--- src/rtl/op_dispatch_pkg.sv ---
package op_dispatch_pkg;

  typedef enum logic [3:0] {
    ST_IDLE, ST_STATUS, ST_JEDEC, ST_SFDP, ST_READ,
    ST_UPLOAD, ST_ADDR4B, ST_WREN, ST_WAIT
  } parse_st_e;

  localparam int unsigned DP_W   = 9;
  localparam int unsigned ICPT_W = 3;

  localparam int unsigned DP_STATUS = 0;
  localparam int unsigned DP_JEDEC  = 1;
  localparam int unsigned DP_SFDP   = 2;
  localparam int unsigned DP_READ   = 3;
  localparam int unsigned DP_UPLOAD = 4;
  localparam int unsigned DP_EN4B   = 5;
  localparam int unsigned DP_EX4B   = 6;
  localparam int unsigned DP_WREN   = 7;
  localparam int unsigned DP_WRDI   = 8;

  localparam logic [1:0] MODE_FLASH = 2'b01;
  localparam logic [1:0] MODE_PASS  = 2'b10;

endpackage

--- src/rtl/op_match.sv ---
module op_match #(
  parameter int unsigned NUM_SLOTS = 16,
  parameter int unsigned OP_W      = 8,
  localparam int unsigned ENT_W    = OP_W + 2,
  localparam int unsigned IDX_W    = $clog2(NUM_SLOTS)
) (
  input  logic [NUM_SLOTS*ENT_W-1:0] table_i,
  input  logic [OP_W-1:0]            byte_i,
  output logic                       hit_o,
  output logic [IDX_W-1:0]           idx_o,
  output logic [ENT_W-1:0]           entry_o
);

  logic [NUM_SLOTS-1:0] eq;

  // one comparator per slot: valid bit and opcode equality
  for (genvar s = 0; s < NUM_SLOTS; s++) begin : g_cmp
    assign eq[s] = table_i[s*ENT_W + OP_W + 1] &&
                   (table_i[s*ENT_W +: OP_W] == byte_i);
  end

  // lowest index wins: scan downward so the last write is the lowest hit
  always_comb begin
    hit_o   = 1'b0;
    idx_o   = '0;
    entry_o = '0;
    for (int s = NUM_SLOTS - 1; s >= 0; s--) begin
      if (eq[s]) begin
        hit_o   = 1'b1;
        idx_o   = IDX_W'(s);
        entry_o = table_i[s*ENT_W +: ENT_W];
      end
    end
  end

endmodule

--- src/rtl/op_classify.sv ---
module op_classify
  import op_dispatch_pkg::*;
#(
  parameter int unsigned NUM_STATUS = 3,
  parameter int unsigned IDX_W      = 4
) (
  input  logic              hit_i,
  input  logic [IDX_W-1:0]  idx_i,
  input  logic              upload_i,
  input  logic [1:0]        mode_i,
  input  logic [ICPT_W-1:0] icpt_en_i,
  output parse_st_e         nxt_st_o,
  output logic [DP_W-1:0]   nxt_sel_o,
  output logic [ICPT_W-1:0] nxt_flag_o
);

  localparam int unsigned SLOT_JEDEC = NUM_STATUS;
  localparam int unsigned SLOT_SFDP  = NUM_STATUS + 1;
  localparam int unsigned SLOT_EN4B  = NUM_STATUS + 2;
  localparam int unsigned SLOT_EX4B  = NUM_STATUS + 3;
  localparam int unsigned SLOT_WREN  = NUM_STATUS + 4;
  localparam int unsigned SLOT_WRDI  = NUM_STATUS + 5;

  logic        in_flash;
  logic        in_pass;
  int unsigned idx;

  assign in_flash = (mode_i == MODE_FLASH);
  assign in_pass  = (mode_i == MODE_PASS);
  assign idx      = int'(idx_i);

  always_comb begin
    nxt_st_o   = ST_WAIT;
    nxt_sel_o  = '0;
    nxt_flag_o = '0;
    if (hit_i) begin
      if (idx < NUM_STATUS) begin
        if (in_flash || icpt_en_i[0]) begin
          nxt_st_o             = ST_STATUS;
          nxt_sel_o[DP_STATUS] = 1'b1;
          nxt_flag_o[0]        = in_pass;
        end
      end else if (idx == SLOT_JEDEC) begin
        if (in_flash || icpt_en_i[1]) begin
          nxt_st_o            = ST_JEDEC;
          nxt_sel_o[DP_JEDEC] = 1'b1;
          nxt_flag_o[1]       = in_pass;
        end
      end else if (idx == SLOT_SFDP) begin
        if (in_flash || icpt_en_i[2]) begin
          nxt_st_o           = ST_SFDP;
          nxt_sel_o[DP_SFDP] = 1'b1;
          nxt_flag_o[2]      = in_pass;
        end
      end else if (idx == SLOT_EN4B || idx == SLOT_EX4B) begin
        nxt_st_o = ST_ADDR4B;
        if (idx == SLOT_EN4B) nxt_sel_o[DP_EN4B] = 1'b1;
        else                  nxt_sel_o[DP_EX4B] = 1'b1;
      end else if (idx == SLOT_WREN || idx == SLOT_WRDI) begin
        nxt_st_o = ST_WREN;
        if (idx == SLOT_WREN) nxt_sel_o[DP_WREN] = 1'b1;
        else                  nxt_sel_o[DP_WRDI] = 1'b1;
      end else if (upload_i) begin
        nxt_st_o             = ST_UPLOAD;
        nxt_sel_o[DP_UPLOAD] = 1'b1;
      end else begin
        nxt_st_o           = ST_READ;
        nxt_sel_o[DP_READ] = 1'b1;
      end
    end
  end

endmodule

--- src/rtl/spi_op_dispatch.sv ---
module spi_op_dispatch
  import op_dispatch_pkg::*;
#(
  parameter int unsigned NUM_SLOTS  = 16,
  parameter int unsigned OP_W       = 8,
  parameter int unsigned NUM_STATUS = 3,
  localparam int unsigned ENT_W     = OP_W + 2,
  localparam int unsigned IDX_W     = $clog2(NUM_SLOTS)
) (
  input  logic                       clk,
  input  logic                       rst,
  input  logic [1:0]                 mode_i,
  input  logic [OP_W-1:0]            byte_i,
  input  logic                       byte_vld_i,
  input  logic [NUM_SLOTS*ENT_W-1:0] table_i,
  input  logic [ICPT_W-1:0]          icpt_en_i,
  output logic [DP_W-1:0]            dp_sel_o,
  output logic [ENT_W-1:0]           entry_o,
  output logic [ICPT_W-1:0]          icpt_o
);

  parse_st_e         st_q;
  parse_st_e         nxt_st;
  logic [DP_W-1:0]   nxt_sel;
  logic [ICPT_W-1:0] nxt_flag;
  logic              hit;
  logic [IDX_W-1:0]  hit_idx;
  logic [ENT_W-1:0]  hit_entry;
  logic              active;
  logic              take;

  assign active = (mode_i == MODE_FLASH) || (mode_i == MODE_PASS);
  assign take   = (st_q == ST_IDLE) && active && byte_vld_i;

  op_match #(.NUM_SLOTS(NUM_SLOTS), .OP_W(OP_W)) u_match (
    .table_i (table_i),
    .byte_i  (byte_i),
    .hit_o   (hit),
    .idx_o   (hit_idx),
    .entry_o (hit_entry)
  );

  op_classify #(.NUM_STATUS(NUM_STATUS), .IDX_W(IDX_W)) u_classify (
    .hit_i      (hit),
    .idx_i      (hit_idx),
    .upload_i   (hit_entry[OP_W]),
    .mode_i     (mode_i),
    .icpt_en_i  (icpt_en_i),
    .nxt_st_o   (nxt_st),
    .nxt_sel_o  (nxt_sel),
    .nxt_flag_o (nxt_flag)
  );

  always_ff @(posedge clk) begin
    if (rst) begin
      st_q     <= ST_IDLE;
      dp_sel_o <= '0;
      entry_o  <= '0;
      icpt_o   <= '0;
    end else if (take) begin
      st_q     <= nxt_st;
      dp_sel_o <= nxt_sel;
      entry_o  <= hit_entry;
      icpt_o   <= nxt_flag;
    end
  end

  AST_SEL_ONEHOT: assert property (@(posedge clk) disable iff (rst)
    $onehot0(dp_sel_o));
  AST_ST_LEGAL: assert property (@(posedge clk) disable iff (rst)
    st_q <= ST_WAIT);
  AST_IDLE_QUIET: assert property (@(posedge clk) disable iff (rst)
    (st_q == ST_IDLE) |-> (dp_sel_o == '0 && icpt_o == '0));
  AST_WAIT_NO_SEL: assert property (@(posedge clk) disable iff (rst)
    (st_q == ST_WAIT) |-> (dp_sel_o == '0));
  AST_HOLD: assert property (@(posedge clk) disable iff (rst)
    (st_q != ST_IDLE) |=> ($stable(st_q) && $stable(dp_sel_o) &&
                           $stable(entry_o) && $stable(icpt_o)));
  AST_INACTIVE: assert property (@(posedge clk) disable iff (rst)
    (st_q == ST_IDLE && mode_i != MODE_FLASH && mode_i != MODE_PASS)
      |=> (st_q == ST_IDLE));
  AST_FLAG_PASS: assert property (@(posedge clk) disable iff (rst)
    $rose(|icpt_o) |-> $past(mode_i == MODE_PASS));

endmodule

--- config.mk ---
export PLATFORM = sky130hd
export DESIGN_NAME = spi_op_dispatch
export DESIGN_NICKNAME = d
export VERILOG_FILES = /design/src/rtl/op_dispatch_pkg.sv /design/src/rtl/op_match.sv /design/src/rtl/op_classify.sv /design/src/rtl/spi_op_dispatch.sv
export SDC_FILE = /design/constraint.sdc
export NUM_CORES = 1
export LEC_CHECK = 0
export CAP_MARGIN = 40
export CORE_UTILIZATION = 30
export DETAILED_ROUTE_END_ITERATION = 10
export DONT_BUFFER_PORTS = 1
export SLEW_MARGIN = 10
export SYNTH_ARGS = -nofsm -noshare
export SYNTH_HDL_FRONTEND = slang
export SYNTH_SLANG_ARGS = --single-unit
--- constraint.sdc ---
create_clock -name clk -period 7.36 [get_ports clk]
set_input_delay 1.472 -clock clk [delete_from_list [all_inputs] [get_ports clk]]
set_output_delay 1.472 -clock clk [all_outputs]
set_load 0.03 [all_outputs]
==> impl_metrics.py <==
metrics = {
    "outcome": {
        "status": "finished, final reports clean",
    },
    "logic_synthesis": {
        "synthArstFlopShare_pct": 0,
        "synthTopCellsByCount": "xnor2_1 (93), nand2_1 (63), nor2_1 (35), xor2_1 (35), a21oi_1 (34)",
        "syn-cell-area_sq_um": 4190,
        "synth-edff-count": 0,
        "syn_avg_cell_area_sq_um": 7.26,
        "synth-main-ff-cell": "dfxtp_1",
        "synth.area.top_cells": "xnor2_1 (19%), dfxtp_1 (12%), xor2_1 (7.3%)",
        "synthAdderAreaFrac_pct": 0.597,
        "synth_top_area_share_pct": 19.4,
        "yosysWarningCount": 0,
        "synth_compound_area_share_pct": 24.1,
        "synth_nets": 755,
        "synth_top_family_by_area": "simple AND/OR/NAND/NOR gates",
        "synth.largest_area_cell": "xnor2_1",
        "synth.most_common_cell": "xnor2_1",
        "synth_cell_types": 67,
        "muxShareOfSynthArea_pct": 0.239,
        "synth_seq_cells": 26,
        "ys_seq_area_share_pct": 12.4,
        "yosys.area_share.xor_xnor_pct": 26.8,
        "synth_simple_gate_area_share_pct": 28.4,
        "syn_inst": 577,
    },
    "floorplanning": {
        "ios": 198,
        "die_area_sq_um": 14400,
        "die_w_microns": 120,
        "initial_utilization_pct": 31.1,
        "die-height_microns": 120,
        "num_rows": 42,
        "coreArea_sq_um": 13500,
    },
    "timing": {
        "relSlewSlack_pct": 38.8,
        "slew_viol_final": 0,
        "timing.hold.ws_ns": 0.490,
        "tightest_slew_ns": 0.911,
        "rsz0062_at_grt": "false",
        "fin_skew_ns": 0.00339,
        "setup_tns_ns": 0,
        "period_minus_slack_ns": 3.92,
        "hold_viol_final": 0,
        "clock.fmax_ghz": 0.255,
        "timing.final.crit_share_pct": 53.2,
        "setup_violations": 0,
    },
    "layout": {
        "post-route-util_pct": 31.8,
        "synthToLayoutAreaGrowth_pct": 1.94,
        "nFillCells": 1504,
        "fin_cells": 725,
        "regArea_sq_um": 520,
        "drive_gt1_share_pct": 3.83,
        "multi_input_area_sq_um": 3360,
        "antenna_cells": 0,
        "nNetsFinal": 728,
    },
    "detailed_routing": {
        "drc": 0,
        "via_count": 4584,
        "wirelength_microns": 18000,
        "drtPass1Iterations": 5,
        "avgViaCountPerCell": 6.32,
        "routedWlPerCell_microns": 24.8,
        "dr.first_iter.drc_count": 419,
        "ant_nets": 0,
    },
    "global_route": {
        "grt_max_degree": 22,
        "overflow": 0,
        "grt_pass1_wl_microns": 27000,
        "track_usage_pct": 24.4,
        "grt_pass1_vias": 4602,
        "antenna_found_initial": 0,
    },
    "job": {
        "cap_viol_max_count": 0,
    },
    "pwr": {
        "power.share.clock_pct": 37.1,
        "p_sw_share_pct": 27.1,
        "p_comb_share_pct": 28.1,
        "switchingPower_uw": 117,
        "vdd_drop_max_mv": 0.0730,
        "p_leak_nw": 1.34,
        "power_uw": 430,
        "seqPwrFrac_pct": 34.8,
        "internal_power_uw": 313,
        "p_per_area_nw_per_um2": 101,
    },
    "clock_network": {
        "cts_resized": 0,
        "cts.sinks": 26,
        "ctsRootBufferMaster": "clkbuf_16",
        "clkSlewWorstSetupHoldPaths_ns": 0.07,
        "clock_latency_ns": 0.26,
        "h-tree-depth": 1,
        "cts_setup_buffers": 0,
        "cts_buffers": 3,
        "clockBufferDepth": 2,
        "cts_tree": "yes",
        "holdBufCountCts": 0,
    },
    "worst_setup_path": {
        "arrival_ns": 4.11,
        "critPathKind": "input pin to register",
        "crit_required_ns": 7.55,
        "worstSetupEndpointType": "register",
        "start_kind": "input pin",
        "cp_max_fo": 21,
    },
    "placement": {
        "portBuffers": 0,
        "post-dp-hpwl_microns": 14900,
        "gp_congestion": 0.945,
        "dpl.cell_count": 720,
    },
    "min_path": {
        "worstHoldPathType": "register to register",
    },
}
-- power groups by stage --
stage / registers (mW) / logic (mW) / clock network, mW
global route: 0.150 / 0.133 / 0.169
floorplan: 0.151 / 0.123 / 0
detailed placement: 0.153 / 0.120 / 0
CTS: 0.149 / 0.120 / 0.162
finish: 0.149 / 0.121 / 0.159
global placement: 0.153 / 0.118 / 0
-- metal layers --
metal / wire [microns] / part of all wire [%] / track usage, %
met4: 303 / 1.7 / 5.70
met3: 2480 / 14 / 7.78
met2: 8170 / 45 / 40.1
met1: 7000 / 39 / 30.8
met5: 0 / 0 / 0
-- registers in the layout, summed over array words and instances, names as in the netlist --
signal,count
icpt_o,3
entry_o,10
st_q,4
dp_sel_o,9
-- kinds of logic (layout without fill, tap and decap cells) --
| family | count (synthesis) | count (layout) |
|---|---|---|
| multiplexers | 1 | 1 |
| buffers and inverters | 48 | 20 |
| AO/OA/AOI/OAI | 142 | 142 |
| flip-flops | 26 | 26 |
| adder cells (fa/ha/maj) | 2 | 2 |
| XOR/XNOR | 128 | 128 |
| AND/OR/NAND/NOR | 230 | 230 |
-- cell type report --
type                            count  share of cell area (%)
Clock inverter                      1                   0.703
Sequential cell                    26                    12.2
Tap cell                          176                    5.16
Multi-Input combinational cell    503                    78.6
Clock buffer                        3                    1.76
Inverter                           13                    1.14
Timing Repair Buffer                3                   0.469
-- final timing paths --
path / startpoint / end / slack, ns / depth (start not counted)
worst max-delay path: byte_i[4] / dp_sel_o[2] / 3.44 / 9
worst min register to register: st_q[1] / st_q[1] / 0.49 / 2
worst min-delay path: st_q[1] / st_q[1] / 0.49 / 2
worst max register to register: st_q[3] / entry_o[5] / 4.66 / 7
-- cell usage in the layout (no fill, tap or decap), types with 3 or more instances in the layout --
cell / count
o22ai_1: 5
inv_1: 13
xor2_1: 35
and2_1: 9
a221oi_1: 9
nor2_1: 35
clkbuf_16: 3
xnor2_1: 93
a221o_1: 6
nand4_1: 23
o221a_2: 3
o221ai_1: 16
o31ai_1: 4
a21oi_1: 34
nand2b_1: 6
dfxtp_1: 26
nor4_1: 8
o21ai_1: 3
nand3_1: 26
or3_1: 9
nand2_1: 63
nor3_1: 28
a22oi_1: 7
a211o_1: 3
o21ai_0: 19
nor4_2: 3
o211ai_1: 3
o311ai_0: 4
a211oi_1: 5
-- worst max-delay path: stages --
cell	delay, ns
xor2_1	0.14
nor4_1	0.26
nand4_1	0.67
nor2_1	0.37
or3_1	0.17
a41o_1	0.29
nand3_1	0.16
or3_1	0.41
a21oi_1	0.14
-- stage by stage --
step | setup WS (ns) | cell area [sq um]
3_5_place_dp | 3.22 | 4160
3_3_place_gp | 3.27 | 4160
6_report | 3.44 | 4270
4_1_cts | 3.48 | 4270
2_1_floorplan | 3.58 | 4190
5_1_grt | 3.12 | 4270
Power figures use the tool's default switching activity.
